<file path="config.mk">
export PLATFORM = sky130hd
export DESIGN_NAME = excVecFetch
export DESIGN_NICKNAME = d
export VERILOG_FILES = /design/src/rtl/excVecPkg.sv /design/src/rtl/excVecCtrl.sv /design/src/rtl/excVecPath.sv /design/src/rtl/excVecFetch.sv
export SDC_FILE = /design/constraint.sdc
export NUM_CORES = 1
export LEC_CHECK = 0
export ABC_AREA = 1
export BUFFER_PORTS_ARGS = -buffer_cell sky130_fd_sc_hd__buf_2
export CAP_MARGIN = 20
export CORE_MARGIN = 2
export CORE_UTILIZATION = 46
export DETAILED_ROUTE_END_ITERATION = 12
export PLACE_DENSITY = 0.77
export SYNTH_ARGS = -nofsm -noshare
export SYNTH_HDL_FRONTEND = slang
export SYNTH_SLANG_ARGS = --single-unit
export TNS_END_PERCENT = 10
</file>
<file path="constraint.sdc">
create_clock -name clk -period 3.1 [get_ports clk]
set_input_delay 0.465 -clock clk [delete_from_list [all_inputs] [get_ports clk]]
set_output_delay 0.465 -clock clk [all_outputs]
set_load 0.01 [all_outputs]
</file>
<file path="src/rtl/excVecPkg.sv">
package excVecPkg;

  localparam logic [3:0] CAUSE_RESET   = 4'd0;
  localparam logic [3:0] CAUSE_BUSERR  = 4'd1;
  localparam logic [3:0] CAUSE_ADDRERR = 4'd2;
  localparam logic [3:0] CAUSE_ILLEGAL = 4'd3;
  localparam logic [3:0] CAUSE_ZERODIV = 4'd4;
  localparam logic [3:0] CAUSE_BOUNDS  = 4'd5;
  localparam logic [3:0] CAUSE_OVFTRAP = 4'd6;
  localparam logic [3:0] CAUSE_PRIV    = 4'd7;
  localparam logic [3:0] CAUSE_TRACE   = 4'd8;
  localparam logic [3:0] CAUSE_LINEA   = 4'd9;
  localparam logic [3:0] CAUSE_LINEF   = 4'd10;
  localparam logic [3:0] CAUSE_UNINIT  = 4'd11;
  localparam logic [3:0] CAUSE_TRAP    = 4'd12;
  localparam logic [3:0] CAUSE_IRQ     = 4'd13;

  localparam logic [1:0] ACK_VECTOR = 2'd0;
  localparam logic [1:0] ACK_AUTO   = 2'd1;

  localparam logic [7:0] VEC_SPURIOUS  = 8'd24;
  localparam logic [7:0] VEC_AUTO_BASE = 8'd24;
  localparam logic [7:0] VEC_TRAP_BASE = 8'd32;
  localparam logic [7:0] VEC_ILLEGAL   = 8'd4;

  localparam logic SPACE_DATA = 1'b0;
  localparam logic SPACE_PROG = 1'b1;

  localparam int RESET_WORDS  = 4;
  localparam int NORMAL_WORDS = 2;

  typedef struct packed {
    logic       load;     // request accepted this cycle
    logic       take;     // a vector word accepted this cycle
    logic [1:0] wordIdx;  // index of the word being read
  } ctlStrobe_t;

  function automatic logic [7:0] pickVector(
    input logic [3:0] c,
    input logic [3:0] tn,
    input logic [2:0] lv,
    input logic [1:0] ak,
    input logic [7:0] av
  );
    logic [7:0] v;
    case (c)
      CAUSE_RESET:   v = 8'd0;
      CAUSE_BUSERR:  v = 8'd2;
      CAUSE_ADDRERR: v = 8'd3;
      CAUSE_ILLEGAL: v = 8'd4;
      CAUSE_ZERODIV: v = 8'd5;
      CAUSE_BOUNDS:  v = 8'd6;
      CAUSE_OVFTRAP: v = 8'd7;
      CAUSE_PRIV:    v = 8'd8;
      CAUSE_TRACE:   v = 8'd9;
      CAUSE_LINEA:   v = 8'd10;
      CAUSE_LINEF:   v = 8'd11;
      CAUSE_UNINIT:  v = 8'd15;
      CAUSE_TRAP:    v = VEC_TRAP_BASE + {4'd0, tn};
      CAUSE_IRQ: begin
        if (ak == ACK_VECTOR)    v = av;
        else if (ak == ACK_AUTO) v = VEC_AUTO_BASE + {5'd0, lv};
        else                     v = VEC_SPURIOUS;
      end
      default:       v = VEC_ILLEGAL;
    endcase
    return v;
  endfunction

endpackage

</file>
<file path="src/rtl/excVecCtrl.sv">
module excVecCtrl
  import excVecPkg::*;
(
  input  logic       clk,
  input  logic       rstN,
  input  logic       start,
  input  logic       isResetReq,
  input  logic       memAck,
  input  logic       memBusErr,
  output ctlStrobe_t stb,
  output logic       memReq,
  output logic       busy,
  output logic       done,
  output logic       fault
);

  typedef enum logic [1:0] {ST_IDLE, ST_FETCH, ST_FAULT} state_e;

  localparam logic [1:0] LAST_RESET  = 2'(RESET_WORDS - 1);
  localparam logic [1:0] LAST_NORMAL = 2'(NORMAL_WORDS - 1);

  state_e     state;
  logic [1:0] wordIdx;
  logic [1:0] lastIdx;
  logic       doneReg;

  always_ff @(posedge clk) begin
    if (!rstN) begin
      state   <= ST_IDLE;
      wordIdx <= '0;
      lastIdx <= '0;
      doneReg <= 1'b0;
    end else begin
      doneReg <= 1'b0;
      case (state)
        ST_IDLE: begin
          if (start) begin
            state   <= ST_FETCH;
            wordIdx <= '0;
            lastIdx <= isResetReq ? LAST_RESET : LAST_NORMAL;
          end
        end
        ST_FETCH: begin
          if (memAck) begin
            if (memBusErr) begin
              state <= ST_FAULT;
            end else if (wordIdx == lastIdx) begin
              state   <= ST_IDLE;
              doneReg <= 1'b1;
            end else begin
              wordIdx <= wordIdx + 2'd1;
            end
          end
        end
        default: state <= ST_FAULT;
      endcase
    end
  end

  always_comb begin
    stb.load    = (state == ST_IDLE) && start;
    stb.take    = (state == ST_FETCH) && memAck && !memBusErr;
    stb.wordIdx = wordIdx;
  end

  assign memReq = (state == ST_FETCH);
  assign busy   = (state != ST_IDLE);
  assign fault  = (state == ST_FAULT);
  assign done   = doneReg;

endmodule

</file>
<file path="src/rtl/excVecPath.sv">
module excVecPath
  import excVecPkg::*;
#(
  parameter int ADDR_W   = 24,
  parameter bit USE_BASE = 1'b1
) (
  input  logic              clk,
  input  logic              rstN,
  input  ctlStrobe_t        stb,
  input  logic [3:0]        cause,
  input  logic [3:0]        trapNum,
  input  logic [2:0]        irqLevel,
  input  logic [1:0]        ackKind,
  input  logic [7:0]        ackVector,
  input  logic              baseWe,
  input  logic [ADDR_W-1:1] baseWrData,
  input  logic [15:0]       memData,
  output logic              isResetReq,
  output logic [7:0]        vecNum,
  output logic [ADDR_W-1:1] memAddr,
  output logic              memSpace,
  output logic [31:0]       newPc,
  output logic [31:0]       initSp
);

  localparam int WA_W  = ADDR_W - 1;
  localparam int SLOTS = RESET_WORDS;

  logic [WA_W-1:0] baseWord;

  generate
    if (USE_BASE) begin : g_base
      logic [WA_W-1:0] baseReg;
      always_ff @(posedge clk) begin
        if (!rstN)       baseReg <= '0;
        else if (baseWe) baseReg <= baseWrData;
      end
      assign baseWord = baseReg;
    end else begin : g_noBase
      assign baseWord = '0;
    end
  endgenerate

  logic [7:0]      vecSel;
  logic [WA_W-1:0] offsetWord;
  logic [WA_W-1:0] startWord;

  assign vecSel     = pickVector(cause, trapNum, irqLevel, ackKind, ackVector);
  assign isResetReq = (cause == CAUSE_RESET);
  assign offsetWord = WA_W'({vecSel, 1'b0});
  assign startWord  = isResetReq ? '0 : baseWord + offsetWord;

  logic [7:0]      vecReg;
  logic [WA_W-1:0] addrReg;
  logic            spaceReg;
  logic [15:0]     wordBuf [SLOTS];
  logic [1:0]      slot;

  assign slot = (spaceReg == SPACE_PROG) ? stb.wordIdx : stb.wordIdx + 2'd2;

  always_ff @(posedge clk) begin
    if (!rstN) begin
      vecReg   <= '0;
      addrReg  <= '0;
      spaceReg <= SPACE_DATA;
      for (int i = 0; i < SLOTS; i++) wordBuf[i] <= '0;
    end else begin
      if (stb.load) begin
        vecReg   <= vecSel;
        addrReg  <= startWord;
        spaceReg <= isResetReq ? SPACE_PROG : SPACE_DATA;
      end
      if (stb.take) begin
        addrReg       <= addrReg + 1'b1;
        wordBuf[slot] <= memData;
      end
    end
  end

  assign vecNum   = vecReg;
  assign memAddr  = addrReg;
  assign memSpace = spaceReg;
  assign initSp   = {wordBuf[0], wordBuf[1]};
  assign newPc    = {wordBuf[2], wordBuf[3]};

endmodule

</file>
<file path="src/rtl/excVecFetch.sv">
module excVecFetch
  import excVecPkg::*;
#(
  parameter int ADDR_W   = 24,
  parameter bit USE_BASE = 1'b1
) (
  input  logic              clk,
  input  logic              rstN,
  input  logic              start,
  input  logic [3:0]        cause,
  input  logic [3:0]        trapNum,
  input  logic [2:0]        irqLevel,
  input  logic [1:0]        ackKind,
  input  logic [7:0]        ackVector,
  input  logic              baseWe,
  input  logic [ADDR_W-1:1] baseWrData,
  output logic              memReq,
  output logic [ADDR_W-1:1] memAddr,
  output logic              memSpace,
  input  logic              memAck,
  input  logic [15:0]       memData,
  input  logic              memBusErr,
  output logic              busy,
  output logic              done,
  output logic              fault,
  output logic [7:0]        vecNum,
  output logic [31:0]       newPc,
  output logic [31:0]       initSp
);

  ctlStrobe_t stb;
  logic       isResetReq;

  excVecCtrl u_ctrl (
    .clk        (clk),
    .rstN       (rstN),
    .start      (start),
    .isResetReq (isResetReq),
    .memAck     (memAck),
    .memBusErr  (memBusErr),
    .stb        (stb),
    .memReq     (memReq),
    .busy       (busy),
    .done       (done),
    .fault      (fault)
  );

  excVecPath #(
    .ADDR_W   (ADDR_W),
    .USE_BASE (USE_BASE)
  ) u_path (
    .clk        (clk),
    .rstN       (rstN),
    .stb        (stb),
    .cause      (cause),
    .trapNum    (trapNum),
    .irqLevel   (irqLevel),
    .ackKind    (ackKind),
    .ackVector  (ackVector),
    .baseWe     (baseWe),
    .baseWrData (baseWrData),
    .memData    (memData),
    .isResetReq (isResetReq),
    .vecNum     (vecNum),
    .memAddr    (memAddr),
    .memSpace   (memSpace),
    .newPc      (newPc),
    .initSp     (initSp)
  );

endmodule

</file>
* Word-level counts from Yosys, hierarchy flattened
Memories as Yosys holds them, arrays and structs flattened.
Index checks and enable logic that the tools add are counted.
** Word-level totals
- Flip-flop bits (word level) :: 62
- Bits in latches :: 0
- Memory bits (writable) :: 64
- Bits in read-only memories :: 0
- Bits of input ports :: 66
- Output and inout bits :: 100
- Logic and storage cells :: 81
- Memories :: 1
** Memory list
- u_path.wordBuf :: words 4, width 16, rd ports 4, clocked after Yosys merged registers in 0, wr ports 4, RTL line excVecPath.sv:56 : logic [15:0] wordBuf [SLOTS];
** Operators by class
- Add/sub/neg operators :: 6
- Multipliers :: 0
- Divide/modulo/power cells :: 0
- $lt $le $gt $ge :: 0
- Eq/ne operators :: 21
- Shifts and indexed selects :: 0
- Muxes and demuxes :: 27
- Bitwise gates (word level) :: 3
- Reduce and logical (&&, ||, !) cells :: 15
** Operators with widths (number)
- 8-bit case mux with 13 select lines :: 1
- 23-bit 2-to-1 mux :: 3
- 4-bit equality test (second input constant) :: 6
- 23-bit by 1-bit adder with 23-bit output (second input constant) :: 1
- 23-bit by 9-bit adder with 23-bit output :: 1
- 2-bit 2-to-1 mux :: 11
- 4-bit by 3-bit equality test with 1-bit output (second input constant) :: 4
- 16-bit 2-to-1 mux :: 1
- 8-bit 2-to-1 mux :: 2
- 16-bit OR reduction :: 1
- 2-bit case mux with 2 select lines :: 2
- 6-bit by 4-bit adder with 7-bit output (first input constant) :: 1
- 1-bit 2-to-1 mux :: 7
- 5-bit by 3-bit adder with 6-bit output (first input constant) :: 1
- 2-bit inequality test (second input constant) :: 3
- 2-bit nonzero test :: 3
- 5-bit AND reduction :: 1
- 2-bit by 1-bit equality test with 1-bit output (second input constant) :: 2
- 4-bit by 1-bit equality test with 1-bit output (second input constant) :: 1
- 4-bit by 2-bit equality test with 1-bit output (second input constant) :: 1
- 2-bit logical NOT :: 2
- 4-bit logical NOT :: 1
- 4-bit OR reduction :: 1
- 1-bit logical AND :: 3
- 10 further kinds :: 12

* Depth between registers and ports, before layout
- Depth in word-level cells :: 8
- Gate-level depth with buffers :: 21
- Gate-level depth less buffers :: 21

* Cells and area by module
From an unflattened synthesis, not the netlist that was laid out.
** Unflattened totals
- Cells, all modules :: 832
- Area total of the unflattened synthesis :: 6463.7 sq um
** Modules (own cells, without submodules)
- excVecPath :: instances 1, cells each 771, area each 6063.3 sq um, seq. area each 3022.9 sq um
- excVecCtrl :: instances 1, cells each 61, area each 400.4 sq um, seq. area each 140.1 sq um

* Worst setup path after synthesis
Ideal clock, no wire load.
- Path type :: input to register
- Start :: input ackKind[1]
- End :: register u_path.addrReg[17], in the netlist u_path.memAddr[18]
- Setup time :: 117 ps
- Data arrival time :: 2620 ps
- Required time :: 2983 ps
- Path slack :: 363 ps
- Stages on the path :: 19
- Buffers on the path :: 0
- Cell sequence :: or2_2 inv_1 nand2_1 nand2_1 nand2_1 o311ai_0 ha_1 inv_1 fa_1 inv_1 nand3_1 nand3_1 nand2_1 nand3_1 nand3_1 nor2_1 nor2_1 nor2_1 nor2_1
** On the way
- Word-level cells in the longest chain between the ends :: 8
- Elaborated cells on any way between the ends :: 9
- Those cells by class :: 1 x add/sub; 1 x eq/ne; 6 x mux; 1 x reduce/logical
** Ends and longest elaborated chain
- from (decl) :: RTL line excVecFetch.sv:13 : input logic [1:0] ackKind,
- 2-bit by 1-bit equality test with 1-bit output :: RTL line excVecPkg.sv:62 : else if (ak == ACK_AUTO) v = VEC_AUTO_BASE + {5'd0, lv};
- 8-bit 2-to-1 mux :: RTL line excVecPkg.sv:62
- 8-bit 2-to-1 mux (*) :: RTL line excVecPkg.sv:61 : if (ak == ACK_VECTOR) v = av;
- 8-bit case mux with 13 select lines (*) :: RTL line excVecPkg.sv:46 : case (c)
- net u_path.vecSel[0] :: RTL line excVecPath.sv:44 : logic [7:0] vecSel;
- 23-bit by 9-bit adder with 23-bit output (*) :: RTL line excVecPath.sv:51 : assign startWord = isResetReq ? '0 : baseWord + offsetWord;
- 23-bit 2-to-1 mux (*) :: RTL line excVecPath.sv:51
- 23-bit 2-to-1 mux (*) :: RTL line excVecPath.sv:68 : if (stb.load) begin
- 23-bit 2-to-1 mux (*) :: RTL line excVecPath.sv:73 : if (stb.take) begin
- to (signal assigned) :: RTL line excVecPath.sv:70 : addrReg <= startWord;
- to (signal assigned) :: RTL line excVecPath.sv:74 : addrReg <= addrReg + 1'b1;
- to (decl) :: RTL line excVecPath.sv:54 : logic [WA_W-1:0] addrReg;
Mark *: on every way through the listed nets, which the timed path passes. The rest lies on a longest branch. The select of a mux whose other input is x is not followed.
A chain may end at the register's enable or synchronous reset.

* Worst setup path in the final report
Same ends and word-level chain as after synthesis.

==> reports/qor.csv <==
metric,value,unit
placer congestion estimate,0.938,
pin count of the biggest net entering global routing,59,
CTS tree,yes,
"slowest stage delay, CP",0.40,ns
Worst Path Required,3.41,ns
Nets,1081,
Root Driver,clkbuf_16,
gr usage total,23.0,%
Syn Area/Cell,7.67,um^2
RSZ-0062 raised after global routing,false,
skew final,0.00856,ns
Leakage Power,0.00388,uW
min cycle time layout,2.61,ns
vias,6061,
CP Data Arrival Time,2.91,ns
maximum clock insertion buffer count,2,
antenna-violating nets left,0,
Hold WC Path Type,in -> reg,
final core utilization,58.2,%
critical path startpoint category,input pin,
syn_nets,911,
Post-synth EDFFs,64,
WL/cell,13.7,um
status,completed,
Die X,122,um
Row Count,43,
final setup violating endpoints,0,
Inserted Diodes,0,
post-synthesis cell area,6410,um^2
cell count of the worst hold path,3,
fraction of registers with async set/reset,0,%
post-CTS setup buffer count,0,
FMAX,384,MHz
vias in the first global route,5519,
Placed Cells,1166,
Tcrit/Tclk final,84.1,%
Layout area overhead,24.7,%
DR vias/cell,5.06,
max_slew headroom,44.5,%
initial antenna violation count,0,
Max Cap Viol,0,
CP cell instances,buf_2 > or2_2 > inv_1 > nand2_1 > nand2_1 > nand2_1 > o311ai_0 > buf_4 > ha_1 > inv_1 > fa_1 > inv_1 > nand3_1 > nand3_1 > nand2_1 > nand3_1 > nand3_1 > nor2_1 > nor2_1 > nor2_1 > nor2_1,
Post-Syn Instances,835,
slowest CP cell,fa_1,
Crit path max-delay family,simple AND/OR/NAND/NOR gates,
yosys warns,0,
clock sink count,125,
Final Routed Wirelength,16400,um
distinct cell type count after synthesis,43,
share of layout cells above drive strength 1,22.5,%
WHS,0.262,ns
Crit. path cell count,21,
CTS Hold Bufs,0,
io pins,166,
port bufs,165,
Layout Cells excl Fill,1198,
Detailed Route Iter0 Violations,377,
First-pass DRT Iterations,4,
core box area,13700,um^2
worst-path fanout max,7,
Die H,122,um
Post-synth top flop,edfxtp_1,
Clock Pin Slew Worst Setup and Hold Paths,0.06,ns
R2R depth,8,
Power per Cell Area,552,nW/um^2
die area,14900,um^2
kind of critical path,in -> reg,
synthesized flop and latch total,125,
# DRC,0,
hpwl dp,12100,um
total CTS buffers,17,
CP Capture Type,flop,
latest clock arrival within the worst-skew pair,0.42,ns
Initial Utilization,46.7,%
global-route wire length before repair,26400,um
Fin. Hold Viols,0,
H-tree depth,4,
Worst Tran Pin Value,0.831,ns
setup TNS,0,ns
max-slew violations,0,
worst path bufs/invs,5,
post-CTS sizing,0,
register area share after synthesis,49.1,%
worst IR drop on VDD,0.322,mV
Congestion Overflow GR,0,
==> final timing paths <==
kind | startpoint | to | slack (ns)
max | ackKind[1] | u_path.memAddr[18] | 0.49
min | baseWrData[6] | u_path.baseWord[5] | 0.26
max reg2reg | u_ctrl.state[0] | u_path.wordBuf[0][6] | 0.77
min reg2reg | u_ctrl.lastIdx[0] | u_ctrl.lastIdx[0] | 0.49
==> cell type report <==
type	count	area, um^2
fill	1292	5730
sequential	125	3140
multi-input combinational	590	2790
timing repair buffer	173	886
clock buffer	19	443
inverter	98	370
tap	180	225
clock inverter	13	133
==> synthesized netlist by cell type, drive strengths merged (2+ instances only) <==
cell    instances  area (um^2)
edfxtp         64         1920
nand4           5         31.3
nand3b          9         67.6
nand2         187          737
o211ai          6         45.0
or2             2         12.5
inv            98          370
nand3          51          260
ha              9          113
o21ai          68          344
clkbuf         13         48.8
xor2            5         43.8
nor3            6         41.3
a21oi          54          270
dfxtp          61         1220
xnor2           3         26.3
nor2          171          674
o22ai           2         12.5
buf             9         62.6
==> flip-flops by register name, summed over array words and instances, names as in the netlist <==
signal           count
u_path.baseWord     23
u_path.memSpace      1
u_ctrl.state         2
u_path.memAddr      23
u_ctrl.lastIdx       1
u_path.vecNum        8
u_ctrl.wordIdx       2
u_path.wordBuf      64
u_ctrl.done          1
==> through the flow <==
stage               setup slack, ns  total power, uW  area (um^2)
floorplan                     0.363             2300         6410
global placement              0.168             2520         7410
detailed placement           0.0889             2530         7410
CTS                           0.516             4450         7990
global route                  0.142             4620         7990
finish                        0.493             4410         7990
==> worst min-delay path, cell delays in order <==
cell and delay (ns):
buf_2 0.07, nor2_1 0.03, nor2_1 0.08
==> report_power, final <==
part,switching (uW),internal [uW]
Sequential,87.6,1840
Combinational,361,212
Clock,767,1140
==> per-layer routing <==
layer	GRT usage (%)	up-vias	wire length (um)
met5	0	-	0
li1	-	3068	-
met2	37.8	247	7640
met4	11.1	0	399
met3	5.10	37	1270
met1	28.6	2709	7120
==> layout by cell type, fill, tap and decap left out, types with 5 or more instances in the layout <==
cell and count:
nor3_1 5, nand3_1 50, o21ai_0 66, buf_2 165
nand4_1 5, edfxtp_1 64, nand3b_1 9, a21oi_1 54
nand2_1 181, buf_4 8, inv_1 91, ha_1 9
o211ai_1 6, clkbuf_16 17, nor2_1 166, xor2_1 5
inv_2 6, dfxtp_1 61
==> cells by family after synthesis <==
group,after synthesis,synth area share (%)
AOI/OAI and AO/OA,138,11.5
xor gates and xnor gates,8,1.09
adders and majority gates,10,2.07
buffers and inverters,120,7.52
DFF,125,49.1
and+or+nand+nor,434,28.8
Note: power is estimated with default switching activity, not from simulation.
